<file path="src/rtl/fan_spinup_pkg.sv">
`timescale 1ns/1ps
package fan_spinup_pkg;

  // Width of the duration selector field; code k selects 2^(k-1) ticks.
  localparam int TIME_CODE_W = 3;
  // Largest shift the duration selector can ask for.
  localparam int MAX_SHIFT   = (1 << TIME_CODE_W) - 2;
  // Tick counter width, wide enough to hold the longest target.
  localparam int TICK_CNT_W  = MAX_SHIFT + 1;

  typedef struct packed {
    logic                   fast_exit;
    logic [1:0]             duty_sel;
    logic [TIME_CODE_W-1:0] time_sel;
  } spin_cfg_t;

  localparam int CFG_USED_W = $bits(spin_cfg_t);

endpackage

</file>
<file path="src/rtl/spinup_cfg_decode.sv">
`timescale 1ns/1ps
module spinup_cfg_decode
  import fan_spinup_pkg::*;
#(
  parameter int DUTY_FRAC_W = 6,
  localparam int DUTY_W     = DUTY_FRAC_W + 1
) (
  input  spin_cfg_t               cfg,
  input  logic                    tach_mode_en,
  output logic                    bypass,
  output logic                    fast_eff,
  output logic [DUTY_W-1:0]       duty,
  output logic [TICK_CNT_W-1:0]   ticks
);

  localparam logic [DUTY_W-1:0] DUTY_FULL = DUTY_W'(1) << DUTY_FRAC_W;
  localparam logic [DUTY_W-1:0] DUTY_HALF = DUTY_FULL >> 1;
  localparam logic [DUTY_W-1:0] DUTY_MID  = DUTY_HALF + (DUTY_HALF >> 1);

  logic time_zero;

  always_comb begin
    fast_eff  = cfg.fast_exit & tach_mode_en;
    time_zero = (cfg.time_sel == '0);
    bypass    = time_zero | ((cfg.duty_sel == 2'b00) & ~fast_eff);
  end

  always_comb begin
    if (fast_eff) begin
      duty = DUTY_FULL;
    end else begin
      unique case (cfg.duty_sel)
        2'b01:   duty = DUTY_HALF;
        2'b10:   duty = DUTY_MID;
        2'b11:   duty = DUTY_FULL;
        default: duty = '0;
      endcase
    end
  end

  always_comb begin
    if (time_zero) begin
      ticks = '0;
    end else begin
      ticks = TICK_CNT_W'(1) << (cfg.time_sel - TIME_CODE_W'(1));
    end
  end

endmodule

</file>
<file path="src/rtl/spinup_tick_timer.sv">
`timescale 1ns/1ps
module spinup_tick_timer #(
  parameter int CNT_W = 7
) (
  input  logic             clk,
  input  logic             rst,
  input  logic             load,
  input  logic [CNT_W-1:0] target_in,
  input  logic             run,
  input  logic             tick,
  output logic             expire
);

  logic [CNT_W-1:0] cnt_q;
  logic [CNT_W-1:0] tgt_q;
  logic [CNT_W-1:0] cnt_inc;

  assign cnt_inc = cnt_q + CNT_W'(1);

  always_ff @(posedge clk) begin
    if (rst) begin
      cnt_q <= '0;
      tgt_q <= '0;
    end else if (load) begin
      cnt_q <= '0;
      tgt_q <= target_in;
    end else if (run && tick) begin
      cnt_q <= cnt_inc;
    end
  end

  assign expire = run & tick & ~load & (cnt_inc == tgt_q);

endmodule

</file>
<file path="src/rtl/spinup_out_regs.sv">
`timescale 1ns/1ps
module spinup_out_regs #(
  parameter int DUTY_W = 7,
  parameter int PWM_W  = 6
) (
  input  logic              clk,
  input  logic              rst,
  input  logic              active_d,
  input  logic [DUTY_W-1:0] duty_d,
  input  logic [PWM_W-1:0]  pwm_in,
  output logic [DUTY_W-1:0] duty_q,
  output logic [PWM_W-1:0]  pwm_rpt_q
);

  always_ff @(posedge clk) begin
    if (rst) begin
      duty_q    <= '0;
      pwm_rpt_q <= '0;
    end else begin
      duty_q    <= active_d ? duty_d : '0;
      pwm_rpt_q <= active_d ? '0 : pwm_in;
    end
  end

endmodule

</file>
<file path="src/rtl/fan_spinup_seq.sv">
`timescale 1ns/1ps
module fan_spinup_seq
  import fan_spinup_pkg::*;
#(
  parameter int DUTY_FRAC_W = 6,
  parameter int PWM_W       = 6,
  localparam int DUTY_W     = DUTY_FRAC_W + 1
) (
  input  logic              clk,
  input  logic              rst,
  input  logic [7:0]        cfg_byte,
  input  logic              tach_mode_en,
  input  logic              start_req,
  input  logic              tick,
  input  logic              min_speed_ok,
  input  logic [PWM_W-1:0]  pwm_value_in,
  output logic              spin_active,
  output logic [DUTY_W-1:0] spin_duty,
  output logic [PWM_W-1:0]  pwm_value_rpt
);

  spin_cfg_t               cfg_in;
  logic [1:0]              unused_cfg_hi;
  logic                    dec_bypass;
  logic                    dec_fast;
  logic [DUTY_W-1:0]       dec_duty;
  logic [TICK_CNT_W-1:0]   dec_ticks;

  logic                    active_q;
  logic                    ft_cap_q;
  logic [DUTY_W-1:0]       duty_cap_q;
  logic                    active_d;
  logic [DUTY_W-1:0]       duty_d;
  logic                    timer_expire;
  logic                    speed_end;

  assign cfg_in        = spin_cfg_t'(cfg_byte[CFG_USED_W-1:0]);
  assign unused_cfg_hi = cfg_byte[7:6];

  spinup_cfg_decode #(
    .DUTY_FRAC_W (DUTY_FRAC_W)
  ) u_decode (
    .cfg          (cfg_in),
    .tach_mode_en (tach_mode_en),
    .bypass       (dec_bypass),
    .fast_eff     (dec_fast),
    .duty         (dec_duty),
    .ticks        (dec_ticks)
  );

  spinup_tick_timer #(
    .CNT_W (TICK_CNT_W)
  ) u_timer (
    .clk       (clk),
    .rst       (rst),
    .load      (start_req),
    .target_in (dec_ticks),
    .run       (active_q),
    .tick      (tick),
    .expire    (timer_expire)
  );

  always_comb begin
    speed_end = active_q & ft_cap_q & min_speed_ok;
    if (start_req) begin
      active_d = ~dec_bypass;
      duty_d   = dec_duty;
    end else begin
      active_d = active_q & ~timer_expire & ~speed_end;
      duty_d   = duty_cap_q;
    end
  end

  always_ff @(posedge clk) begin
    if (rst) begin
      active_q   <= 1'b0;
      ft_cap_q   <= 1'b0;
      duty_cap_q <= '0;
    end else begin
      active_q <= active_d;
      if (start_req) begin
        ft_cap_q   <= dec_fast;
        duty_cap_q <= dec_duty;
      end
    end
  end

  spinup_out_regs #(
    .DUTY_W (DUTY_W),
    .PWM_W  (PWM_W)
  ) u_out (
    .clk       (clk),
    .rst       (rst),
    .active_d  (active_d),
    .duty_d    (duty_d),
    .pwm_in    (pwm_value_in),
    .duty_q    (spin_duty),
    .pwm_rpt_q (pwm_value_rpt)
  );

  assign spin_active = active_q;

endmodule

</file>
<file path="config.mk">
export PLATFORM = sky130hd
export DESIGN_NAME = fan_spinup_seq
export DESIGN_NICKNAME = d
export VERILOG_FILES = /design/src/rtl/fan_spinup_pkg.sv /design/src/rtl/spinup_cfg_decode.sv /design/src/rtl/spinup_tick_timer.sv /design/src/rtl/spinup_out_regs.sv /design/src/rtl/fan_spinup_seq.sv
export SDC_FILE = /design/constraint.sdc
export NUM_CORES = 1
export LEC_CHECK = 0
export ABC_AREA = 1
export BUFFER_PORTS_ARGS = -buffer_cell sky130_fd_sc_hd__buf_2
export CAP_MARGIN = 20
export CORE_MARGIN = 2
export CORE_UTILIZATION = 52
export CTS_CLUSTER_SIZE = 40
export DETAILED_ROUTE_END_ITERATION = 12
export PLACE_DENSITY = 0.77
export SYNTH_ARGS = -nofsm -noshare
export SYNTH_HDL_FRONTEND = slang
export SYNTH_SLANG_ARGS = --single-unit
</file>
<file path="constraint.sdc">
create_clock -name clk -period 2 [get_ports clk]
set_clock_uncertainty 0.05 [all_clocks]
set_input_delay 0.1 -clock clk [delete_from_list [all_inputs] [get_ports clk]]
set_output_delay 0.1 -clock clk [all_outputs]
set_load 0.005 [all_outputs]
</file>
* Word-level counts from Yosys, hierarchy flattened
Index checks and enable logic that the tools add are counted.
Storage, ports and cells: bits of input ports 20, output and inout port bits 14, register bits after elaboration 36, logic and storage cells 41
Operators by class: bitwise operators 16, shift operators 1, reduce and logical (&&, ||, !) cells 6, eq/ne operators 4, muxes and demuxes 5, $add $sub $neg 2
Operators by type and width (count):
- $mux W7 | 3
- $pmux W7 S3 | 1
- $and A1 B1 Y1 | 9
- $add A7 B1 Y7 const B | 1
- $eq A7 B7 Y1 | 1
- $shl A1 B3 Y7 const A | 1
- $not A1 Y1 | 6
- $reduce_or A2 Y1 | 3
- $eq A2 B2 Y1 const B | 2
- $logic_not A3 Y1 | 1
- $sub A3 B1 Y3 const B | 1
- $eq A2 B1 Y1 const B | 1
- $logic_not A2 Y1 | 1
- $logic_and A1 B1 Y1 | 1
- $mux W1 | 1
- $or A1 B1 Y1 | 1

* Longest topological paths before layout
Gate-level depths: netlist of run 1.
depth after elaboration 9, gate-level depth with buffers 13, mapped depth without buffers 13

* Modules after synthesis
From an unflattened synthesis of run 1, not the netlist that was laid out.
Second synthesis, totals: cells, all modules 247, area, all modules 1681.6 µm²
Modules (own cells, without submodules):
- spinup_tick_timer | area an instance 752.0 µm², sequential area each 280.3 µm², instances 1, cells an instance 118
- spinup_out_regs | area an instance 377.9 µm², sequential area each 260.2 µm², instances 1, cells an instance 43
- fan_spinup_seq | area an instance 372.9 µm², sequential area each 180.2 µm², instances 1, cells an instance 51
- spinup_cfg_decode | area an instance 178.9 µm², sequential area each 0.0 µm², instances 1, cells an instance 35

* Least setup slack after synthesis of run 1
Ideal clock, no wire load.
kind register -> register, from register u_timer.cnt_q[0], to register u_out.pwm_rpt_q[0], buffers on the path 0, cell stages (with the launch flop) 14, data required time 1.886 ns, arrival 1.431 ns, clock period less this slack 1.546 ns, slack 0.454 ns, setup time 0.064 ns, path through dfxtp_1 ha_1 nand2_2 nor2_2 nand2_1 nand2_1 nand2_1 nand2_1 nand2_1 nor2_2 nand2_2 nand2_4 nand3_4 nor2_1
Between the ends: word-level cells in the longest chain between the ends 8
Ends and longest elaborated chain:
- start: declaration | line spinup_tick_timer.sv:14 | logic [CNT_W-1:0] cnt_q;
- start signal: assignment | line spinup_tick_timer.sv:28 | cnt_q <= cnt_inc;
- $add A7 B1 Y7 | line spinup_tick_timer.sv:18 | assign cnt_inc = cnt_q + CNT_W'(1);
- $eq A7 B7 Y1 | line spinup_tick_timer.sv:32 | assign expire = run & tick & ~load & (cnt_inc == tgt_q);
- $and A1 B1 Y1 | line spinup_tick_timer.sv:32
- $not A1 Y1 | line fan_spinup_seq.sv:69 | active_d = active_q & ~timer_expire & ~speed_end;
- $and A1 B1 Y1 (2 in a row) | line fan_spinup_seq.sv:69
- $mux W1 | line fan_spinup_seq.sv:65 | if (start_req) begin
- $reduce_or A2 Y1 (no source line)
- end signal: assignment | line spinup_out_regs.sv:21 | pwm_rpt_q <= active_d ? '0 : pwm_in;
- end: declaration | line spinup_out_regs.sv:12 | output logic [PWM_W-1:0] pwm_rpt_q
Every way passes these cells. A chain may end at the register's enable or synchronous reset.

* Worst setup path after layout of run 1
from register u_timer.cnt_q[1], to register u_out.pwm_rpt_q[5]
Same word-level chain as after synthesis.

==> flow_summary_export.csv, run 1 <==
group,metric,value,unit
run_status,status,"finished, final reports clean",
clock_network,numCtsBuffers,5,
detailed_routing,top_layer,"met4",
floorplanning,core_area,2760,um^2
global_route,grt_pass1_wl,5.30,mm
worst_setup_path,cp-startpoint,"u_timer.cnt_q[1]$_SDFFE_PP0P_",
power_and_ir_drop,power,0.00140,W
clock_network,clock-root-buffer,"clkbuf_4",
worst_setup_path,startpoint_type,"flop",
worst_setup_path,critical_path_arrival,2.05,ns
detailed_routing,post_drt_wl_per_cell,11.2,um
sta,finalSetupViolCount,0,
layout,area_growth,25.2,%
sta,rsz0062_at_grt,"no",
clock_network,cts_tree,"done",
yosys,syn_avg_cell_area,7.56,um^2
clock_network,clkSlewWorstSetupHoldPaths,0.12,ns
floorplanning,die_w,57.9,um
yosys,synth_top_area_cell,"dfxtp_1",
sta,fmax,0.556,GHz
detailed_routing,ant_nets,0,
sta,holdWs,0.0179,ns
floorplanning,fp-row-count,19,
detailed_routing,met1Wirelength,1.34,mm
layout,layout-drive-gt1-share,21.0,%
sta,slew_violations,0,
yosys,yosys_warnings,0,
sta,finalSetupTns,0,ns
power_and_ir_drop,peakVddDrop,748,uV
floorplanning,initial_core_util,54.9,%
yosys,synthArstFlopShare,0,%
detailed_routing,drt-pass1-iter-count,4,
yosys,synthTopCellsByCount,"nand2_1, inv_1, dfxtp_1",
yosys,ys_seq_area_share,47.6,%
yosys,synth_top_area_share,47.6,%
floorplanning,die_h,57.9,um
placed_design,place_area,1710,um^2
yosys,ys_ff_latch,36,
global_route,grt_start_max_net_pins,13,
worst_setup_path,worstPathMaxFanout,9,
layout,fin_cells,279,
placed_design,dp.cells,262,
worst_setup_path,worstSetupEndpointType,"flop",
layout,nets,272,
detailed_routing,routed_wirelength,3.13,mm
worst_setup_path,path_class,"flop to flop",
sta,tightest_slew,0.395,ns
clock_network,postCtsSetupBuffers,0,
placed_design,gp_congestion,0.763,
yosys,syn_nets,225,
worst_setup_path,rrSetupSlack,0.20,ns
worst_setup_path,regToRegStartpoint,"u_timer.cnt_q[1]$_SDFFE_PP0P_",
detailed_routing,dr_wl_met3,120,um
clock_network,clk_latency,0.35,ns
global_route,antenna_found_initial,0,
sta,period_minus_slack,1.80,ns
detailed_routing,vias,1366,
yosys,synth_most_common_cell,"nand2_1",
clock_network,clock_sinks,36,
power_and_ir_drop,p_clk_share,36.8,%
detailed_routing,via_per_inst,4.90,
global_route,grt_usage,21.0,%
worst_setup_path,cp.required,2.25,ns
layout,final_area,1890,um^2
placed_design,io_buffers,31,
layout,antenna_cells,0,
hold_path,min_from,"cfg_byte[1]",
hold_path,hp-class,"input port to flop",
clock_network,cts.path.max_buffers,2,
yosys,synth_enable_flop_cells,0,
detailed_routing,route.met2.wl,1.58,mm
sta,post-route-period-util,89.9,%
yosys,synth_area_leaders,"dfxtp_1, nand2_1, inv_1, nand3_1, a21oi_1",
global_route,grt_overflow,0,
yosys,syn_inst,200,
yosys,synth_top_flop_cell,"dfxtp_1",
power_and_ir_drop,switching_share,24.3,%
detailed_routing,post-route-drc-count,0,
sta,slew_headroom,73.6,%
floorplanning,die_area,3360,um^2
power_and_ir_drop,power_leakage,0.954,nW
yosys,ys_types,22,
yosys,synth.cell_area,1510,um^2
power_and_ir_drop,p_int,0.00106,W
placed_design,hpwl,2.24,mm
floorplanning,boundaryPins,34,
sta,hold_viol_final,0,
flow_run,drv_cap,0,
power_and_ir_drop,p_comb_share,9.7,%
power_and_ir_drop,powerDensity,739,nW/um^2
power_and_ir_drop,p_sw,0.000341,W
detailed_routing,drt_iter0_markers,48,
global_route,grt_pass1_vias,1307,
clock_network,htree_levels,2,
power_and_ir_drop,seq_power_share,53.5,%
-- flip-flops by register name, indices dropped and copies added, names as in the netlist --
signal,cells
u_out.duty_q,7
ft_cap_q,1
u_timer.cnt_q,7
duty_cap_q,7
u_out.pwm_rpt_q,6
u_timer.tgt_q,7
spin_active,1
-- layer usage --
metal,track usage [%],vias to the layer above
li1,-,723
met1,23.2,603
met2,36.0,28
met3,4.69,12
met4,13.6,0
met5,0,-
-- stage by stage --
| stage | setup slack (ns) | util [%] |
|---|---|---|
| 2_1_floorplan | 0.454 | - |
| 3_3_place_gp | 0.261 | 62.0 |
| 3_5_place_dp | 0.218 | 62.0 |
| 4_1_cts | 0.180 | 68.2 |
| 5_1_grt | 0.00803 | 68.7 |
| 6_report | 0.201 | 68.7 |
-- timing repair --
| item | CTS | global route |
|---|---|---|
| hold buffers | 9 | 0 |
| gates resized for setup | 0 | 2 |
| endpoints found under the hold margin | 8 | 0 |
| endpoints found under the setup margin | 0 | 6 |
-- worst max-delay path, stage by stage (launching register included) --
cell and delay (ns):
dfxtp_1 0.45, ha_4 0.17, nand2_2 0.09, nor2_2 0.16, nand2_1 0.06, nand2_1 0.07
nand2_1 0.07, nand2_1 0.06, nand2_1 0.06, nor2_2 0.09, nand2_2 0.07, nand2_4 0.12
nand3_4 0.11, nor2_1 0.12
-- logic make-up after synthesis --
kind of cell	synth area share [%]
AOI/OAI and AO/OA	13.4
buffers and inverters	10.4
DFF	47.6
and+or+nand+nor	24.4
adders and majority gates	4.14
-- worst paths after layout --
| check | endpoint | depth (start not counted) |
|---|---|---|
| setup / recovery | u_out.pwm_rpt_q[5]$_SDFF_PP0_ | 13 |
| hold / removal | u_timer.tgt_q[2]$_SDFFE_PP0P_ | 3 |
| setup reg to reg | u_out.pwm_rpt_q[5]$_SDFF_PP0_ | 13 |
| hold reg to reg | duty_cap_q[1]$_SDFF_PP0_ | 2 |
-- power by group through the flow --
stage               Sequential [W]  Clock, W  Combinational (W)
detailed placement        0.000764         0           0.000121
global route              0.000751  0.000540           0.000154
finish                    0.000749  0.000516           0.000136
CTS                       0.000748  0.000520           0.000135
floorplan                 0.000765         0          0.0000705
global placement          0.000764         0           0.000119
-- placed cells by master (no fill, tap or decap) --
cell type,synthesis,routed
nand4_1,1,1
o21ai_1,1,1
o21ai_0,12,12
nand3_4,1,1
clkbuf_4,0,5
buf_2,0,31
nor2_1,15,15
clkinv_2,0,1
o221ai_1,1,1
ha_4,0,1
dlygate4sd3_1,0,9
dfxtp_2,0,1
nand2_2,4,4
inv_1,39,39
nand2_4,1,1
a21boi_0,2,2
nand2_1,41,41
nor2_2,3,3
o211ai_1,2,2
ha_1,5,4
a21oi_1,15,15
dfxtp_1,36,35
o21bai_1,1,1
buf_4,1,2
nand3_1,16,16
a32o_1,1,1
o22ai_1,1,1
clkinvlp_4,0,1
bufinv_16,0,1
-- cell type report --
cell class	instances	area [um^2]
fillers	233	863
flip-flops and latches	36	722
multi-input cells	123	647
repair buffers	42	260
inverters	39	146
clock inverters	3	42.5
well taps	31	38.8
clock buffers	5	37.5
(Power assumes the default switching activity.)
==> run 2: changes to the inputs <==
- CELL_PAD_IN_SITES_DETAIL_PLACEMENT: unset -> 0
- CELL_PAD_IN_SITES_GLOBAL_PLACEMENT: unset -> 1
- CORE_UTILIZATION: 52 -> 37
- GPL_ROUTABILITY_DRIVEN: unset -> 0
- PLACE_DENSITY: 0.77 -> unset
- PLACE_DENSITY_LB_ADDON: unset -> 0.15
==> run 2 against run 1 <==
Against the previous run:
- global-route usage fell by 5.2 points
- register-to-register slack barely moved
- via count fell by 2.5%
- largest cell class unchanged
- combinational power barely moved
- non-clock buffer count fell by 2
- maximum frequency rose by 0.79%
- first-iteration DRC count fell by 21%
- critical path type unchanged
- core utilization fell by 20 points
- critical path depth did not move
- worst hold slack improved by 0.011 ns
- final cell count rose by 6.1%
==> flow_summary_export.csv, run 2 (synthesis gave the netlist of run 1 again) <==
group,metric,value,unit
worst_setup_path,r2r_cells,13,
layout,nets,270,
power_and_ir_drop,p_sw,0.000349,W
global_route,grt_pass1_vias,1185,
detailed_routing,vias,1332,
hold_path,hp-class,"input port to flop",
sta,period_minus_slack,1.78,ns
clock_network,htree_levels,2,
clock_network,clock-root-buffer,"clkbuf_8",
detailed_routing,post-route-drc-count,0,
layout,layout_commonest_cell,"nand2_1",
worst_setup_path,startpoint_type,"flop",
global_route,grt_pass1_wl,5.32,mm
hold_path,min_from,"start_req",
global_route,grt_start_max_net_pins,15,
worst_setup_path,reg2reg_to,"u_out.pwm_rpt_q[1]$_SDFF_PP0_",
detailed_routing,post_drt_wl_per_cell,10.9,um
global_route,grt_usage,15.7,%
floorplanning,die_h,67.9,um
floorplanning,boundaryPins,34,
floorplanning,initial_core_util,38.1,%
clock_network,cts.path.max_buffers,2,
placed_design,dp.cells,281,
detailed_routing,drt_iter0_markers,38,
sta,finalSetupViolCount,0,
power_and_ir_drop,p_comb_share,8.8,%
clock_network,postCtsSetupBuffers,0,
power_and_ir_drop,p_int,0.00116,W
power_and_ir_drop,power_leakage,0.963,nW
worst_setup_path,worstSetupEndpointType,"flop",
power_and_ir_drop,p_clk_share,41.8,%
worst_setup_path,cp.required,2.17,ns
floorplanning,fp-row-count,23,
layout,fin_util,48.4,%
clock_network,clk_latency,0.29,ns
placed_design,io_buffers,31,
power_and_ir_drop,switching_share,23.0,%
clock_network,clock_sinks,36,
layout,final_cell_mix,"nand2_1, inv_1, dfxtp_1, buf_2, nand3_1",
sta,slew_headroom,73.6,%
sta,tightest_slew,0.396,ns
layout,layout-drive-gt1-share,21.1,%
clock_network,numCtsBuffers,5,
power_and_ir_drop,peakVddDrop,383,uV
sta,slew_violations,0,
placed_design,hpwl,2.34,mm
worst_setup_path,critical_path_arrival,1.96,ns
layout,fillers,422,
detailed_routing,via_per_inst,4.50,
sta,finalSetupTns,0,ns
clock_network,clkSlewWorstSetupHoldPaths,0.08,ns
worst_setup_path,rrSetupSlack,0.22,ns
sta,rsz0062_at_grt,"no",
layout,antenna_cells,0,
floorplanning,core_area,3970,um^2
worst_setup_path,regToRegStartpoint,"u_timer.cnt_q[1]$_SDFFE_PP0P_",
hold_path,holdPathStages,2,
worst_setup_path,cp-startpoint,"u_timer.cnt_q[1]$_SDFFE_PP0P_",
hold_path,hold_end,"ft_cap_q$_SDFFE_PP0P_",
flow_run,drv_cap,0,
layout,area_growth,27.0,%
global_route,antenna_found_initial,0,
detailed_routing,ant_nets,0,
sta,fmax,0.560,GHz
run_status,status,"finished, final reports clean",
floorplanning,die_area,4620,um^2
power_and_ir_drop,power,0.00151,W
detailed_routing,routed_wirelength,3.22,mm
power_and_ir_drop,powerDensity,788,nW/um^2
worst_setup_path,worstPathMaxFanout,9,
layout,fin_cells,296,
detailed_routing,drt-pass1-iter-count,4,
sta,hold_viol_final,0,
sta,post-route-period-util,89.2,%
worst_setup_path,path_class,"flop to flop",
floorplanning,die_w,67.9,um
global_route,grt_overflow,0,
power_and_ir_drop,seq_power_share,49.4,%
clock_network,cts_tree,"done",
[run 2: how the worst max path moves through the flow]
stage               slack, ns                             to  cells after the start
floorplan                0.45  u_out.pwm_rpt_q[0]$_SDFF_PP0_                     13
global placement         0.21  u_out.pwm_rpt_q[3]$_SDFF_PP0_                     11
detailed placement       0.20  u_out.pwm_rpt_q[3]$_SDFF_PP0_                     13
CTS                      0.18  u_out.pwm_rpt_q[3]$_SDFF_PP0_                     13
global route             0.01  u_out.pwm_rpt_q[5]$_SDFF_PP0_                     13
finish                   0.22  u_out.pwm_rpt_q[1]$_SDFF_PP0_                     13
[run 2: worst max-delay path: stages (launching register included)]
cell,delay (ns)
dfxtp_1,0.38
ha_1,0.20
nand2_2,0.10
nor2_2,0.16
nand2_1,0.06
nand2_1,0.07
nand2_1,0.08
nand2_1,0.06
nand2_1,0.05
nor2_2,0.08
nand2_2,0.07
nand2_4,0.12
nand3_4,0.11
nor2_1,0.11
[run 2: routing by layer]
| metal | GRT usage [%] | share of wire (%) | up-vias | routed length [um] |
|---|---|---|---|---|
| met5 | 0 | 0 | - | 0 |
| met4 | 6.00 | 1.2 | 0 | 38 |
| met3 | 5.43 | 4.6 | 4 | 148 |
| met2 | 24.8 | 47 | 26 | 1500 |
| met1 | 19.8 | 47 | 583 | 1520 |
| li1 | - | - | 719 | - |
[run 2: timing repair]
action | CTS | global route
setup endpoints to repair | 0 | 6
resized for setup | 0 | 2
hold endpoints to repair | 7 | 0
hold buffers | 7 | 0
[run 2: cell type report]
type | count | area, um^2 | share of cell area (%)
inverters | 39 | 146 | 7.62
multi-input cells | 123 | 638 | 33.2
clock buffers | 5 | 68.8 | 3.58
flip-flops and latches | 36 | 722 | 37.6
well taps | 50 | 62.6 | 3.26
clock inverters | 3 | 42.5 | 2.21
repair buffers | 40 | 240 | 12.5
[run 2: power by group through the flow]
stage	Combinational [W]	Clock, W	Sequential, W
global placement	0.000123	0	0.000764
finish	0.000133	0.000632	0.000748
global route	0.000154	0.000687	0.000750
detailed placement	0.000123	0	0.000764
CTS	0.000134	0.000657	0.000747
floorplan	0.0000705	0	0.000765
[run 2: metrics by stage]
step	setup WS, ns	area (um^2)	hold WS, ns
final	0.215	1920	0.0291
after global routing	0.0105	1920	0.0267
after CTS	0.177	1920	0.0195
after detailed placement	0.204	1730	0.237
after global placement	0.212	1730	0.240
after floorplan	0.454	1510	0.119
==> run 3: changes to the inputs <==
==> constraint.sdc (replaced) <==
create_clock -name clk -period 1.7 [get_ports clk]
set_clock_uncertainty 0.05 [all_clocks]
set_input_delay 0.17 -clock clk [delete_from_list [all_inputs] [get_ports clk]]
set_output_delay 0.17 -clock clk [all_outputs]
set_load 0.005 [all_outputs]
==> run 3 against run 2 <==
Against the previous run:
- clock power increased by 19%
- flip-flop and latch count unchanged
- worst setup slack lost 0.17 ns
- critical path depth down 2
- combinational power rose by 20%
- first-iteration DRC count down 24%
- critical path type unchanged
- largest power group unchanged
- highest routed layer unchanged
==> flow_summary_export.csv, run 3 (synthesis gave the netlist of run 1 again) <==
group,metric,value,unit
power_and_ir_drop,p_sw,0.000423,W
layout,antenna_cells,0,
worst_setup_path,startpoint_type,"flop",
layout,fin_util,50.2,%
worst_setup_path,timing.critical_path.buf_inv,1,
sta,rsz0062_at_grt,"yes",
layout,final_area,1990,um^2
floorplanning,core_area,3970,um^2
sta,fmax,0.606,GHz
layout,area_growth,31.8,%
global_route,antenna_found_initial,0,
floorplanning,die_area,4620,um^2
sta,period_minus_slack,1.65,ns
hold_path,hp-class,"input port to flop",
placed_design,hpwl,2.36,mm
floorplanning,initial_core_util,38.1,%
global_route,grt.met2_usage,26.1,%
layout,nets,272,
power_and_ir_drop,seq_power_share,49.2,%
detailed_routing,vias,1343,
floorplanning,boundaryPins,34,
clock_network,htree_levels,2,
worst_setup_path,critical_path_arrival,1.83,ns
sta,fin_ws,0.0501,ns
flow_run,drv_cap,0,
layout,layout-drive-gt1-share,31.0,%
worst_setup_path,crit_family,"simple AND/OR/NAND/NOR gates",
detailed_routing,via_per_inst,4.51,
worst_setup_path,cp.required,1.88,ns
clock_network,clk_latency,0.28,ns
placed_design,place_area,1760,um^2
global_route,grt_start_max_net_pins,15,
worst_setup_path,path_class,"flop to flop",
floorplanning,fp-row-count,23,
sta,finalSetupViolCount,0,
sta,hold_viol_final,0,
global_route,grt_overflow,0,
power_and_ir_drop,switching_share,23.6,%
sta,slew_violations,0,
floorplanning,die_w,67.9,um
global_route,grt_pass1_wl,5.51,mm
worst_setup_path,cp_cell_sequence,"ha_4 -> inv_1 -> a21oi_2 -> nand3_1 -> nor2_1 -> nand2_1 -> nor2_2 -> nand2_2 -> nand2_4 -> nand3_4 -> nor2_2",
worst_setup_path,worstSetupEndpointType,"flop",
detailed_routing,routed_wirelength,3.32,mm
sta,slew_headroom,72.1,%
detailed_routing,drt-pass1-iter-count,4,
power_and_ir_drop,p_comb_share,8.9,%
clock_network,numCtsBuffers,5,
run_status,status,"finished, final reports clean",
worst_setup_path,worstPathMaxFanout,6,
power_and_ir_drop,p_int,0.00137,W
worst_setup_path,cpPeakStageDelay,0.34,ns
power_and_ir_drop,p_clk_share,41.9,%
power_and_ir_drop,powerDensity,898,nW/um^2
layout,fillers,431,
clock_network,clock_sinks,36,
power_and_ir_drop,peakVddDrop,519,uV
clock_network,cts_tree,"done",
detailed_routing,drt_iter0_markers,29,
placed_design,io_buffers,31,
sta,post-route-period-util,97.1,%
detailed_routing,ant_nets,0,
detailed_routing,post-route-drc-count,0,
global_route,top_usage_layer,"met2",
clock_network,clkSlewWorstSetupHoldPaths,0.07,ns
power_and_ir_drop,power_leakage,0.986,nW
worst_setup_path,path_common_cell,"nor2_2",
floorplanning,die_h,67.9,um
clock_network,cts.path.max_buffers,2,
global_route,grt_usage,16.6,%
sta,tightest_slew,0.418,ns
global_route,grt_use_met1,21.3,%
placed_design,dp_slack,-0.0448,ns
clock_network,clock-root-buffer,"clkbuf_8",
worst_setup_path,cp_slowest_cell,"dfxtp_2",
global_route,grt_pass1_vias,1196,
global_route,met3_usage,4.28,%
detailed_routing,post_drt_wl_per_cell,11.1,um
layout,final_cell_mix,"inv_1, nand2_1, dfxtp_1, buf_2, nand3_1",
-- run 3: metrics by stage --
stage	total power (W)	std cells	hold WS, ns	setup TNS (ns)
3_3_place_gp	0.00105	284	0.310	-0.114
6_report	0.00179	298	0.0307	0
4_1_cts	0.00180	295	0.0300	0
5_1_grt	0.00188	298	0.0396	-0.687
2_1_floorplan	0.000983	200	0.189	0
3_5_place_dp	0.00105	284	0.308	-0.122
-- run 3: power groups by stage --
| stage | Combinational, W | Sequential [W] | Clock, W |
|---|---|---|---|
| after floorplan | 0.0000829 | 0.000900 | 0 |
| after global placement | 0.000147 | 0.000899 | 0 |
| after detailed placement | 0.000147 | 0.000899 | 0 |
| after CTS | 0.000153 | 0.000880 | 0.000770 |
| after global routing | 0.000183 | 0.000883 | 0.000810 |
| final | 0.000159 | 0.000881 | 0.000751 |
-- run 3: metal layers --
metal | vias to the layer above | routed length, um
met5 | - | 0
met2 | 19 | 1610
li1 | 721 | -
met1 | 596 | 1560
met3 | 7 | 97
met4 | 0 | 57
-- run 3: timing repair --
action                     CTS  global route
hold buffers                 1             0
cloned                       1             0
gates resized for setup      8            15
hold endpoints to repair     1             0
buffers inserted             1             3
setup endpoints to repair    7            14
pin swaps                    8             9
-- run 3: final timing paths --
check	from	endpoint	slack [ns]	depth (start not counted)
worst max-delay path	u_timer.cnt_q[0]$_SDFFE_PP0P_	u_out.pwm_rpt_q[5]$_SDFF_PP0_	0.05	11
worst min-delay path	pwm_value_in[4]	u_out.pwm_rpt_q[4]$_SDFF_PP0_	0.03	3
worst max register to register	u_timer.cnt_q[0]$_SDFFE_PP0P_	u_out.pwm_rpt_q[5]$_SDFF_PP0_	0.05	11
worst min register to register	duty_cap_q[1]$_SDFF_PP0_	duty_cap_q[1]$_SDFF_PP0_	0.40	2
-- run 3: final cells by class --
type | instances | area [um^2] | share of cell area [%]
inverters | 39 | 146 | 7.34
flip-flops and latches | 36 | 726 | 36.4
clock inverters | 3 | 42.5 | 2.13
well taps | 50 | 62.6 | 3.14
multi-input cells | 124 | 716 | 35.9
repair buffers | 41 | 233 | 11.7
clock buffers | 5 | 68.8 | 3.45
-- run 3: tightest hold or removal path: stages --
cell    delay, ns
buf_2        0.07
inv_1        0.03
nor2_1       0.06
